## src/rtl/prio_irq_pkg.sv

```systemverilog
package prio_irq_pkg;
    localparam int NPIN   = 3;
    localparam int PORT_W = 4;
    localparam int NSRC   = NPIN + 2;
    localparam int S_TMR  = NPIN;
    localparam int S_CHG  = NPIN + 1;

    localparam logic [1:0] A_MAIN = 2'd0;
    localparam logic [1:0] A_AUX  = 2'd1;
    localparam logic [1:0] A_EXT  = 2'd2;

    typedef enum logic [1:0] {
        PS_AWAKE  = 2'd0,
        PS_ASLEEP = 2'd1,
        PS_ROUSE  = 2'd2
    } pwr_state_t;
endpackage

```

## src/rtl/irq_sync.sv

```systemverilog
module irq_sync #(
    parameter int W = 1
) (
    input  logic         clk,
    input  logic         rst_n,
    input  logic [W-1:0] d,
    output logic [W-1:0] q
);
    logic [W-1:0] meta_q;

    always_ff @(posedge clk or negedge rst_n) begin
        if (!rst_n) begin
            meta_q <= '0;
            q      <= '0;
        end else begin
            meta_q <= d;
            q      <= meta_q;
        end
    end
endmodule

```

## src/rtl/irq_edge_det.sv

```systemverilog
module irq_edge_det #(
    parameter int N = 3
) (
    input  logic         clk,
    input  logic         rst_n,
    input  logic [N-1:0] cur,
    input  logic [N-1:0] rise_sel,
    output logic [N-1:0] hit
);
    logic [N-1:0] prev_q;

    always_ff @(posedge clk or negedge rst_n) begin
        if (!rst_n) prev_q <= '0;
        else        prev_q <= cur;
    end

    for (genvar i = 0; i < N; i++) begin : g_pin
        assign hit[i] = rise_sel[i] ? (cur[i] & ~prev_q[i])
                                    : (~cur[i] & prev_q[i]);
    end
endmodule

```

## src/rtl/irq_chg_det.sv

```systemverilog
module irq_chg_det #(
    parameter int W = 4
) (
    input  logic         clk,
    input  logic         rst_n,
    input  logic [W-1:0] cur,
    output logic         hit
);
    logic [W-1:0] snap_q;

    always_ff @(posedge clk or negedge rst_n) begin
        if (!rst_n) snap_q <= '0;
        else        snap_q <= cur;
    end

    assign hit = |(cur ^ snap_q);
endmodule

```

## src/rtl/prio_irq_ctrl.sv

```systemverilog
module prio_irq_ctrl
    import prio_irq_pkg::*;
(
    input  logic              clk,
    input  logic              rst_n,
    input  logic [NPIN-1:0]   ext_pin,
    input  logic [PORT_W-1:0] port_in,
    input  logic              tmr_ovf,
    input  logic              sleep_i,
    input  logic              reg_we,
    input  logic [1:0]        reg_addr,
    input  logic [7:0]        reg_wdata,
    output logic [7:0]        reg_rdata,
    output logic              irq_hi,
    output logic              irq_lo,
    output logic              branch_req,
    output logic              wake
);
    logic [NPIN-1:0]   pin_s, pin_hit, esel_q;
    logic [PORT_W-1:0] port_s;
    logic              chg_hit, glob_en_q;
    logic [NSRC-1:0]   flag_q, flag_d, en_q, hw_set, sw_we, sw_val, prio_eff, req;
    logic [NSRC-1:1]   prio_q;
    logic              rise_evt;
    pwr_state_t        st_q, st_d;

    irq_sync #(.W(NPIN))   u_pin_sync  (.clk(clk), .rst_n(rst_n), .d(ext_pin), .q(pin_s));
    irq_sync #(.W(PORT_W)) u_port_sync (.clk(clk), .rst_n(rst_n), .d(port_in), .q(port_s));
    irq_edge_det #(.N(NPIN)) u_edge (.clk(clk), .rst_n(rst_n), .cur(pin_s),
                                     .rise_sel(esel_q), .hit(pin_hit));
    irq_chg_det #(.W(PORT_W)) u_chg (.clk(clk), .rst_n(rst_n), .cur(port_s), .hit(chg_hit));

    assign hw_set = {chg_hit, tmr_ovf, pin_hit};

    // software flag access decode
    always_comb begin
        sw_we  = '0;
        sw_val = '0;
        if (reg_we && reg_addr == A_MAIN) begin
            sw_we[0] = 1'b1;      sw_val[0] = reg_wdata[1];
            sw_we[S_TMR] = 1'b1;  sw_val[S_TMR] = reg_wdata[2];
            sw_we[S_CHG] = 1'b1;  sw_val[S_CHG] = reg_wdata[0];
        end
        if (reg_we && reg_addr == A_EXT) begin
            sw_we[1] = 1'b1;      sw_val[1] = reg_wdata[0];
            sw_we[2] = 1'b1;      sw_val[2] = reg_wdata[1];
        end
    end

    for (genvar i = 0; i < NSRC; i++) begin : g_flag
        assign flag_d[i] = hw_set[i] | (sw_we[i] ? sw_val[i] : flag_q[i]);
    end

    always_ff @(posedge clk or negedge rst_n) begin
        if (!rst_n) begin
            flag_q    <= '0;
            en_q      <= '0;
            prio_q    <= '0;
            esel_q    <= '1;
            glob_en_q <= 1'b0;
        end else begin
            flag_q <= flag_d;
            if (reg_we) begin
                unique case (reg_addr)
                    A_MAIN: begin
                        glob_en_q  <= reg_wdata[7];
                        en_q[S_TMR] <= reg_wdata[5];
                        en_q[0]     <= reg_wdata[4];
                        en_q[S_CHG] <= reg_wdata[3];
                    end
                    A_AUX: begin
                        esel_q        <= reg_wdata[6:4];
                        prio_q[S_TMR] <= reg_wdata[2];
                        prio_q[S_CHG] <= reg_wdata[0];
                    end
                    A_EXT: begin
                        prio_q[2] <= reg_wdata[7];
                        prio_q[1] <= reg_wdata[6];
                        en_q[2]   <= reg_wdata[4];
                        en_q[1]   <= reg_wdata[3];
                    end
                    default: ;
                endcase
            end
        end
    end

    always_comb begin
        unique case (reg_addr)
            A_MAIN:  reg_rdata = {glob_en_q, 1'b0, en_q[S_TMR], en_q[0], en_q[S_CHG],
                                  flag_q[S_TMR], flag_q[0], flag_q[S_CHG]};
            A_AUX:   reg_rdata = {1'b0, esel_q, 1'b0, prio_q[S_TMR], 1'b0, prio_q[S_CHG]};
            A_EXT:   reg_rdata = {prio_q[2], prio_q[1], 1'b0, en_q[2], en_q[1],
                                  1'b0, flag_q[2], flag_q[1]};
            default: reg_rdata = 8'h00;
        endcase
    end

    // request combination: pin 0 fixed high
    assign prio_eff   = {prio_q, 1'b1};
    assign req        = flag_q & en_q;
    assign irq_hi     = |(req & prio_eff);
    assign irq_lo     = ~irq_hi & |(req & ~prio_eff);
    assign branch_req = glob_en_q & (irq_hi | irq_lo);

    // power tracker
    assign rise_evt = |(en_q & flag_d & ~flag_q);

    always_ff @(posedge clk or negedge rst_n) begin
        if (!rst_n) st_q <= PS_AWAKE;
        else        st_q <= st_d;
    end

    always_comb begin
        st_d = st_q;
        unique case (st_q)
            PS_AWAKE, PS_ASLEEP, PS_ROUSE: begin
                if (sleep_i && rise_evt) st_d = PS_ROUSE;
                else if (sleep_i)        st_d = PS_ASLEEP;
                else                     st_d = PS_AWAKE;
            end
            default: st_d = PS_AWAKE;
        endcase
    end

    always_comb begin
        unique case (st_q)
            PS_ROUSE: wake = 1'b1;
            default:  wake = 1'b0;
        endcase
    end
endmodule

```

## config.mk

```make
export PLATFORM = sky130hd
export DESIGN_NAME = prio_irq_ctrl
export DESIGN_NICKNAME = d
export VERILOG_FILES = /design/src/rtl/prio_irq_pkg.sv /design/src/rtl/irq_sync.sv /design/src/rtl/irq_edge_det.sv /design/src/rtl/irq_chg_det.sv /design/src/rtl/prio_irq_ctrl.sv
export SDC_FILE = /design/constraint.sdc
export NUM_CORES = 1
export LEC_CHECK = 0
export ABC_CLOCK_PERIOD_IN_PS = 2800
export BUFFER_PORTS_ARGS = -buffer_cell sky130_fd_sc_hd__buf_2
export CAP_MARGIN = 40
export CORE_MARGIN = 5
export CORE_UTILIZATION = 25
export CTS_CLUSTER_SIZE = 12
export DETAILED_ROUTE_END_ITERATION = 8
export GPL_ROUTABILITY_DRIVEN = 0
export PLACE_DENSITY_LB_ADDON = 0.3
export REMOVE_ABC_BUFFERS = 1
export SLEW_MARGIN = 20
export SYNTH_ARGS = -nofsm -noshare
export SYNTH_HDL_FRONTEND = slang
export SYNTH_SLANG_ARGS = --single-unit
export TNS_END_PERCENT = 100
```

## constraint.sdc

```tcl
create_clock -name clk -period 2.8 [get_ports clk]
set_input_delay 0.28 -clock clk [delete_from_list [all_inputs] [get_ports clk]]
set_output_delay 0.28 -clock clk [all_outputs]
set_load 0.005 [all_outputs]
```

==> results of run 1 <==
power breakdown:
group	switching (mW)	internal (mW)	leakage, nW
sequential	0.0607	0.660	0.470
clock	0.199	0.265	0.0552
combinational	0.103	0.111	0.416
total	0.363	1.04	0.941
worst max-delay path by stage:
stage | endpoint | depth (start not counted) | slack [ps] | start
floorplan | st_q[1] | 4 | 1360 | esel_q[0]
global route | branch_req | 4 | 830 | flag_q[4]
detailed placement | st_q[1] | 5 | 1060 | reg_addr[1]
CTS | branch_req | 4 | 940 | flag_q[4]
global placement | st_q[1] | 5 | 1070 | reg_addr[0]
finish | branch_req | 4 | 960 | flag_q[4]
worst max-delay path: stages (launching register included):
cell,delay [ps]
dfrtp_1,430
a32oi_1,230
nand4_1,160
o31a_1,330
buf_2,130
stage by stage:
stage	cells	utilization
3_3_place_gp	247	0.292
4_1_cts	257	0.312
5_1_grt	257	0.312
6_report	257	0.312
2_1_floorplan	134	-
3_5_place_dp	248	0.295
routing by layer:
layer	track usage	vias to the layer above	wire length, um
met5	0	-	0
met4	0.0396	0	76
met3	0.0317	8	174
met2	0.144	32	1700
met1	0.125	581	1830
li1	-	566	-
cell type report:
type	instances	area (sq um)
clock buffer	6	72.6
timing repair buffer	35	195
inverter	5	18.8
clock inverter	2	35.0
fill	693	4600
multi-input combinational	88	634
tap	80	100
sequential	41	1030
logic make-up (layout without fill, tap and decap cells):
| family | Yosys count | count (layout) | synth area share |
|---|---|---|---|
| xor+xnor | 4 | 4 | 0.0207 |
| flops | 41 | 41 | 0.608 |
| buf+inv | 7 | 48 | 0.0170 |
| mux | 18 | 18 | 0.115 |
| compound gates | 17 | 17 | 0.0761 |
| simple gates | 49 | 49 | 0.163 |
what timing repair did:
action,4_1_cts,5_1_grt
buffers inserted,0,0
gates resized for setup,0,0
hold endpoints to repair,14,0
hold buffers,1,0
registers in the layout, indices dropped and copies added, names as in the netlist:
signal,flops
u_edge.prev_q,3
glob_en_q,1
u_port_sync.q,4
st_q,2
esel_q,3
u_port_sync.meta_q,4
u_pin_sync.q,3
u_chg.snap_q,4
flag_q,5
en_q,5
u_pin_sync.meta_q,3
prio_q,4
cells in the final DEF (no fill, tap or decap), drive strengths merged, types with 2 or more instances in the layout:
master	count
dfrtp	38
buf	34
nand2	18
mux2	11
mux2i	7
nor2	7
clkbuf	6
o21ai	5
inv	5
xor2	4
nand3	4
nand3b	3
nand4	3
dfstp	3
or3b	3
nor2b	2
nor4	2
nand4b	2
a311oi	2
o22ai	2
nor3b	2
a211oi	2
==> metrics, run 1 <==
number of flops mapped to enable cells by yosys=0; post-synthesis cell area=~1700 sq um; vias in the first global route=1,249; Worst Setup End Kind=primary output; Place WS=approximately 1100 ps; ys async rst share=1.00; Detailed Place HPWL=between 2000 and 3000 um; largest net degree at the start of global routing=28; core area=6680 sq um; R2R depth=4; worst setup margin=957 ps; DRT iter0 DRCs=102; Worst Path Required=between 2000 and 3000 ps; post-synthesis sequential area ratio=0.608; fin area=between 2000 and 2500 sq um; library cells used by synthesis=33; Warnings, synthesis=0; synth cell count leaders=38 x dfrtp_1, 18 x nand2_1, 11 x mux2_2, 7 x mux2i_1, 7 x nor2_1; Area Overhead vs Synth=23.2%; Avg Cell Area, Syn=roughly 12 sq um; run status=finished, final reports clean; Antenna diodes=0; Slew @ Worst Pin=~470 ps; MaxCap Viol Count=0; Clock Pin Slew Worst Setup and Hold Paths=about 80 ps; fin nets=198; setup TNS=0 ps; count of pins over their slew limit=0; Min-Delay Path Class=in -> reg; Synth top area share=0.562; Clock Skew=about 5.7 ps; Final setup viols=0; Cell Rows=30; Synth area leader=dfrtp_1; Via-to-Cell Ratio=about 4.6; total power=approximately 1.4 mW; Hold WS=roughly 92 ps; CTS max path bufs=2; total iterations of the first detailed-routing run=4; Peak supply drop=0.260 mV; clock sink count=41; via count=1,187; Hold Path Depth=1; post-route antenna net violation count=0; Worst Hold Endpoint=u_port_sync.meta_q[0]; global-route wire length before repair=between 6000 and 7000 um; Fin. Hold Viols=0; layout cells sized above 1=0.345; largest cells by area after synthesis=dfrtp_1 56%, mux2_2 7.3%, dfstp_2 4.7%; unrepaired setup endpoints after global routing=false; Mapped Cells=approximately 140; initial antenna violation count=0; P per Cell Area=roughly 670 nW/um^2; CTS H-Tree Depth=2; Initial Util=0.253; f_max=around 540 MHz; die span in x=around 92 um; count leader, synth=dfrtp_1; DIE AREA=roughly 8500 sq um; worst r2r src=esel_q[2]; slew margin rel.=0.685; kind of critical path=reg -> out; Num CTS Buffers=5; Synth Flop Type=dfrtp_1; P_leak=approximately 0.94 nW; CTS tree=yes; worst-path fanout max=5; Die Y=92.3 um; WL/cell=between 10 and 15 um; WP data arrival=between 1500 and 2000 ps; critical hold path startpoint=port_in[0]; Synth Register Bits=between 40 and 50; aggregate global routing overflow=0; placed inst area=1970 sq um; worst skew pair latency=290 ps; r2r endpoint=st_q[1]; DRC Markers=0; Top Ports=34; CP Launch Type=flip-flop; WL final=around 3800 um; final period utilization=0.658; # port buffers=33; Global Route Usage Sum=0.0952; root buf cell=clkbuf_8; min Tclk post-route=1840 ps; Reg2Reg Setup Slack=approximately 1200 ps
Power figures use the tool's default switching activity.
==> inputs of run 2 (changes only) <==
--- a/config.mk
+++ b/config.mk
@@ -5,7 +5,8 @@
 export SDC_FILE = /design/constraint.sdc
 export NUM_CORES = 1
 export LEC_CHECK = 0
-export ABC_CLOCK_PERIOD_IN_PS = 2800
+export ABC_AREA = 1
+export ABC_CLOCK_PERIOD_IN_PS = 1750
 export BUFFER_PORTS_ARGS = -buffer_cell sky130_fd_sc_hd__buf_2
 export CAP_MARGIN = 40
 export CORE_MARGIN = 5
==> constraint.sdc (replaced) <==
create_clock -name clk -period 1.75 [get_ports clk]
set_input_delay 0.175 -clock clk [delete_from_list [all_inputs] [get_ports clk]]
set_output_delay 0.175 -clock clk [all_outputs]
set_load 0.005 [all_outputs]
==> run 2 against run 1 <==
Against the previous run:
- sequential power is 55% higher
- die area increased by 1.6%
- area after synthesis rose by 1.8%
- first-iteration DRC count down 29%
- core utilization grew 0.82 points
- register-to-register slack worse by 640 ps
- clock skew increased by 1.8 ps
- wire length is 2.7% higher
- sequential share of layout area decreased by 1.8 points
- hold slack gained 26 ps
- largest power group unchanged
==> metrics, run 2 <==
vias in the first global route=1,395; DRT iter0 DRCs=72; clock sink count=just over 40; most common cell after layout, fill and taps aside=nand2_1; Fin. Hold Viols=0; Cells after DPL=300; Synth area leader=dfrtp_1; Slew @ Worst Pin=between 400 and 500 ps; Synth top area share=0.552; WL final=about 3900 um; Final setup viols=0; slew margin rel.=0.680; WP data arrival=~1400 ps; worst-path fanout max=4; Hold Path Depth=3; r2r endpoint=st_q[0]; placed inst area=between 1500 and 2000 sq um; fin nets=around 260; P_leak=1.11 nW; Worst Path Required=around 1600 ps; core area=6760 sq um; fillers=roughly 730; sw frac=0.284; WL/cell=~12 um; DRC Markers=0; Synth Flop Type=dfrtp_1; worst r2r src=esel_q[1]; MaxCap Viol Count=0; P per Cell Area=around 950 nW/um^2; run status=finished, final reports clean; # port buffers=33; setup TNS=0 ps; final period utilization=0.895; CTS tree=yes; fin area=2160 sq um; largest cells by area after synthesis=dfrtp_1 55%, nand2_1 11%, inv_1 7.0%; clock share of power=0.283; Top Ports=34; CP Launch Type=flip-flop; final core utilization=0.320; switching power=585 uW; Worst Setup End Kind=primary output; ys async rst share=1.00; Peak supply drop=~0.35 mV; Die Y=roughly 93 um; commonest non-fill, non-tap cells in the layout=50 x nand2_1, 38 x dfrtp_1, 33 x buf_2; aggregate global routing overflow=0; library cells used by synthesis=21; Largest regs=en_q x5, flag_q x5; Detailed Place HPWL=roughly 3000 um; kind of critical path=reg -> out; min Tclk post-route=approximately 1600 ps; Mapped Cells=~190; Synth Register Bits=41; root buf cell=clkbuf_8; Initial Util=0.255; synth cell count leaders=50 x nand2_1, 38 x dfrtp_1, 32 x inv_1, 15 x o21ai_0, 12 x nor2_1; area taken by multi-input logic gates=~570 sq um; Clock Pin Slew Worst Setup and Hold Paths=80 ps; Num CTS Buffers=5; total iterations of the first detailed-routing run=4; post-route antenna net violation count=0; Area Overhead vs Synth=25.6%; Warnings, synthesis=0; Via-to-Cell Ratio=approximately 4.2; Cell Rows=30; via count=around 1,300; count of pins over their slew limit=0; number of flops mapped to enable cells by yosys=0; DIE AREA=between 8000 and 9000 sq um; fin cells=between 300 and 400; Reg2Reg Setup Slack=around 540 ps; count leader, synth=nand2_1; CTS H-Tree Depth=2; setup bufs post-CTS=0; f_max=about 640 MHz; Min-Delay Path Class=in -> reg; post-synthesis cell area=~1700 sq um; die span in x=between 90 and 100 um; Worst Hold Endpoint=flag_q[3]; Global Route Usage Sum=0.0998; layout cells sized above 1=0.229; R2R depth=8; Internal=1.48 mW; worst skew pair latency=290 ps; largest net degree at the start of global routing=24; initial antenna violation count=0; post-synthesis sequential area ratio=0.598; unrepaired setup endpoints after global routing=false; combinational fraction of design power=0.176; register area=approximately 1000 sq um; Seq pwr share=0.541; critical hold path startpoint=tmr_ovf; Avg Cell Area, Syn=roughly 9 sq um; global-route wire length before repair=~6700 um; Clock Skew=about 7.5 ps; CTS max path bufs=2; Antenna diodes=0
[run 2: changes by cell type after synthesis, moves of 3 or more]
cell and change:
inv_1 +27, mux2_2 -11, mux2i_1 -7, nand2_1 +32
nand3_1 +4, nand3_2 +4, nand3b_1 -3, nor2_1 +5
nor3_1 +4, o21ai_0 +10
[run 2: power groups by stage]
| stage | Clock (mW) | Combinational, mW | Sequential, mW |
|---|---|---|---|
| global placement | 0 | 0.346 | 1.13 |
| global route | 0.652 | 0.429 | 1.13 |
| floorplan | 0 | 0.200 | 1.11 |
| CTS | 0.610 | 0.363 | 1.12 |
| finish | 0.583 | 0.363 | 1.12 |
| detailed placement | 0 | 0.346 | 1.13 |
[run 2: metrics by stage]
step	hold WS, ps	total power, mW	setup WS [ps]
after floorplan	-121	1.31	639
after global placement	165	1.48	410
after detailed placement	165	1.48	399
after CTS	119	2.09	109
after global routing	122	2.21	46.0
final	118	2.06	183
[run 2: worst max path at each step]
stage | to | cells past startpoint | slack, ps | startpoint
finish | irq_lo | 6 | 180 | en_q[4]
detailed placement | st_q[0] | 10 | 400 | reg_addr[1]
CTS | irq_lo | 6 | 110 | en_q[4]
global placement | irq_lo | 6 | 410 | prio_q[4]
global route | irq_lo | 6 | 50 | en_q[4]
floorplan | irq_lo | 5 | 640 | en_q[4]
[run 2: critical path: stages, from the launching register on]
cell     delay [ps]
dfrtp_1         430
nand3_1         100
nand2_1          80
nor3_2          200
inv_1            80
nor2_1          100
buf_2           120
[run 2: area by class of cell]
cell class / count / area share
clock buffer: 6 / 0.0335
clock inverter: 2 / 0.00462
inverter: 32 / 0.0555
multi-input combinational: 113 / 0.262
sequential: 41 / 0.476
tap: 80 / 0.0462
timing repair buffer: 42 / 0.123
[run 2: per-layer routing]
metal,track usage,wire (um)
met5,0,0
met4,0.0330,57
met3,0.0306,178
met2,0.151,1770
met1,0.136,1880
[run 2: timing repair]
action,CTS,global route
hold endpoints to repair,23,0
endpoints found under the setup margin,0,2
resized for setup,0,2
hold buffers,8,0
[run 2: logic make-up (layout without fill, tap and decap cells)]
group           count (synthesis)  count (layout)  share of synthesized area
compound gates                 24              24                     0.0784
mux                             2               2                     0.0131
buf+inv                        34              82                     0.0792
flops                          41              41                      0.598
xor+xnor                        4               4                     0.0203
simple gates                   83              83                      0.211
==> inputs of run 3 (changes only) <==
--- a/config.mk
+++ b/config.mk
@@ -11,6 +11,7 @@
 export CAP_MARGIN = 40
 export CORE_MARGIN = 5
 export CORE_UTILIZATION = 25
+export CTS_BUF_LIST = sky130_fd_sc_hd__clkbuf_8
 export CTS_CLUSTER_SIZE = 12
 export DETAILED_ROUTE_END_ITERATION = 8
 export GPL_ROUTABILITY_DRIVEN = 0
==> run 3 against run 2 <==
Against the previous run:
- combinational power about the same
- sequential share of layout area unchanged
- clock power shrank 1%
- global-route usage is the same
- total power fell by 0.27%
- first-iteration DRC count stayed put
- wire length unchanged
- setup slack is the same
- largest power group unchanged
- critical path type unchanged
- largest cell class unchanged
==> metrics, run 3 (synthesis gave the netlist of run 2 again) <==
run status=finished, final reports clean; clock sink count=between 40 and 50; Crit-path slowest cell=dfrtp_1; Reg2Reg Setup Slack=~540 ps; setup TNS=0 ps; Top Ports=34; aggregate global routing overflow=0; Detailed Place HPWL=~3000 um; cells along the critical path=nand3_1, nand2_1, nor3_2, inv_1, nor2_1, buf_2; Place WS=around 400 ps; # port buffers=33; total iterations of the first detailed-routing run=4; unrepaired setup endpoints after global routing=false; most common cell after layout, fill and taps aside=nand2_1; CP top delay family=simple AND/OR/NAND/NOR gates; root buf cell=clkbuf_8; Slew @ Worst Pin=between 400 and 500 ps; met3 usage=0.0306; DRT iter0 DRCs=72; DIE AREA=between 8000 and 9000 sq um; final period utilization=0.895; post-route antenna net violation count=0; fin area=about 2200 sq um; met1 track demand over resource=0.136; Area Overhead vs Synth=25.6%; WL/cell=approximately 12 um; min Tclk post-route=between 1500 and 2000 ps; worst skew pair latency=around 290 ps; Die Y=around 93 um; vias in the first global route=~1,400; placed inst area=roughly 2000 sq um; initial antenna violation count=0; Global Route Usage Sum=0.0998; Worst Path Required=between 1500 and 2000 ps; CP Buf/Inv Count=2; Largest regs=en_q x5, flag_q x5; CTS tree=yes; DRC Markers=0; Antenna diodes=0; CP startpoint=en_q[4]; MaxCap Viol Count=0; Cell Rows=30; total power=roughly 2.1 mW; Worst path max stage delay=between 400 and 500 ps; Min-Delay Path Class=in -> reg; slew margin rel.=0.680; WL final=between 3000 and 4000 um; Cells after DPL=300; via count=approximately 1,300; largest net degree at the start of global routing=24; met2 Track Usage GR=0.151; WP data arrival=1390 ps; kind of critical path=reg -> out; layout cells sized above 1=0.229; Worst Setup End Kind=primary output; commonest non-fill, non-tap cells in the layout=50 x nand2_1, 38 x dfrtp_1, 33 x inv_1, 33 x buf_2, 15 x o21ai_0; setup bufs post-CTS=0; CTS H-Tree Depth=2; fin nets=about 260; Final setup viols=0; Via-to-Cell Ratio=roughly 4.2; worst r2r src=esel_q[1]; most used routing layer=met2; critical hold path startpoint=tmr_ovf; CTS max path bufs=2; P per Cell Area=950 nW/um^2; Clock Skew=7.51 ps; worst-path fanout max=4; CP Launch Type=flip-flop; f_max=between 600 and 700 MHz; global-route wire length before repair=about 6700 um; core area=roughly 6800 sq um; Peak supply drop=0.342 mV; Num CTS Buffers=5; Initial Util=0.255; Hold WS=118 ps; fin cells=316; Clock Pin Slew Worst Setup and Hold Paths=about 80 ps; count of pins over their slew limit=0; die span in x=just over 90 um; final core utilization=0.320; Fin. Hold Viols=0; P_leak=roughly 1.1 nW; worst setup margin=around 180 ps
[run 3: changes by cell type in the layout (fill, tap and decap cells not counted), sizes merged]
cell	change
clkbuf	-1
inv	+1
[run 3: final timing paths]
check / to / cells after the start
setup / recovery: irq_lo / 6
hold / removal: flag_q[3] / 3
setup reg to reg: st_q[0] / 8
hold reg to reg: u_port_sync.q[3] / 0
max in group asynchronous: esel_q[1] / 3
min in group asynchronous: flag_q[0] / 2
[run 3: power breakdown]
group          total [mW]  internal, mW  switching, mW
registers            1.12          1.05         0.0700
clock network       0.577         0.271          0.307
logic               0.363         0.155          0.208
total                2.06          1.47          0.585
[run 3: area by class of cell]
cell class / count / area [sq um]
Tap cell: 80 / 100
Multi-Input combinational cell: 113 / 567
Clock inverter: 3 / 13.8
Fill cell: 725 / 4590
Inverter: 32 / 120
Clock buffer: 5 / 68.8
Sequential cell: 41 / 1030
Timing Repair Buffer: 42 / 265
[run 3: worst reg2reg max path: cells and delay by family, from the launching register on]
kind / cells / cell delay (ps)
flip-flops: 1 / 540
AND/OR/NAND/NOR: 8 / 610
[run 3: metal layers]
| layer | up-vias | part of all wire |
|---|---|---|
| li1 | 681 | - |
| met1 | 617 | 0.48 |
| met2 | 23 | 0.45 |
| met3 | 5 | 0.046 |
| met4 | 0 | 0.015 |
| met5 | - | 0 |
[run 3: repair_timing]
item	4_1_cts	5_1_grt
setup endpoints to repair	0	2
hold endpoints to repair	23	0
resized for setup	0	2
hold buffers	8	0
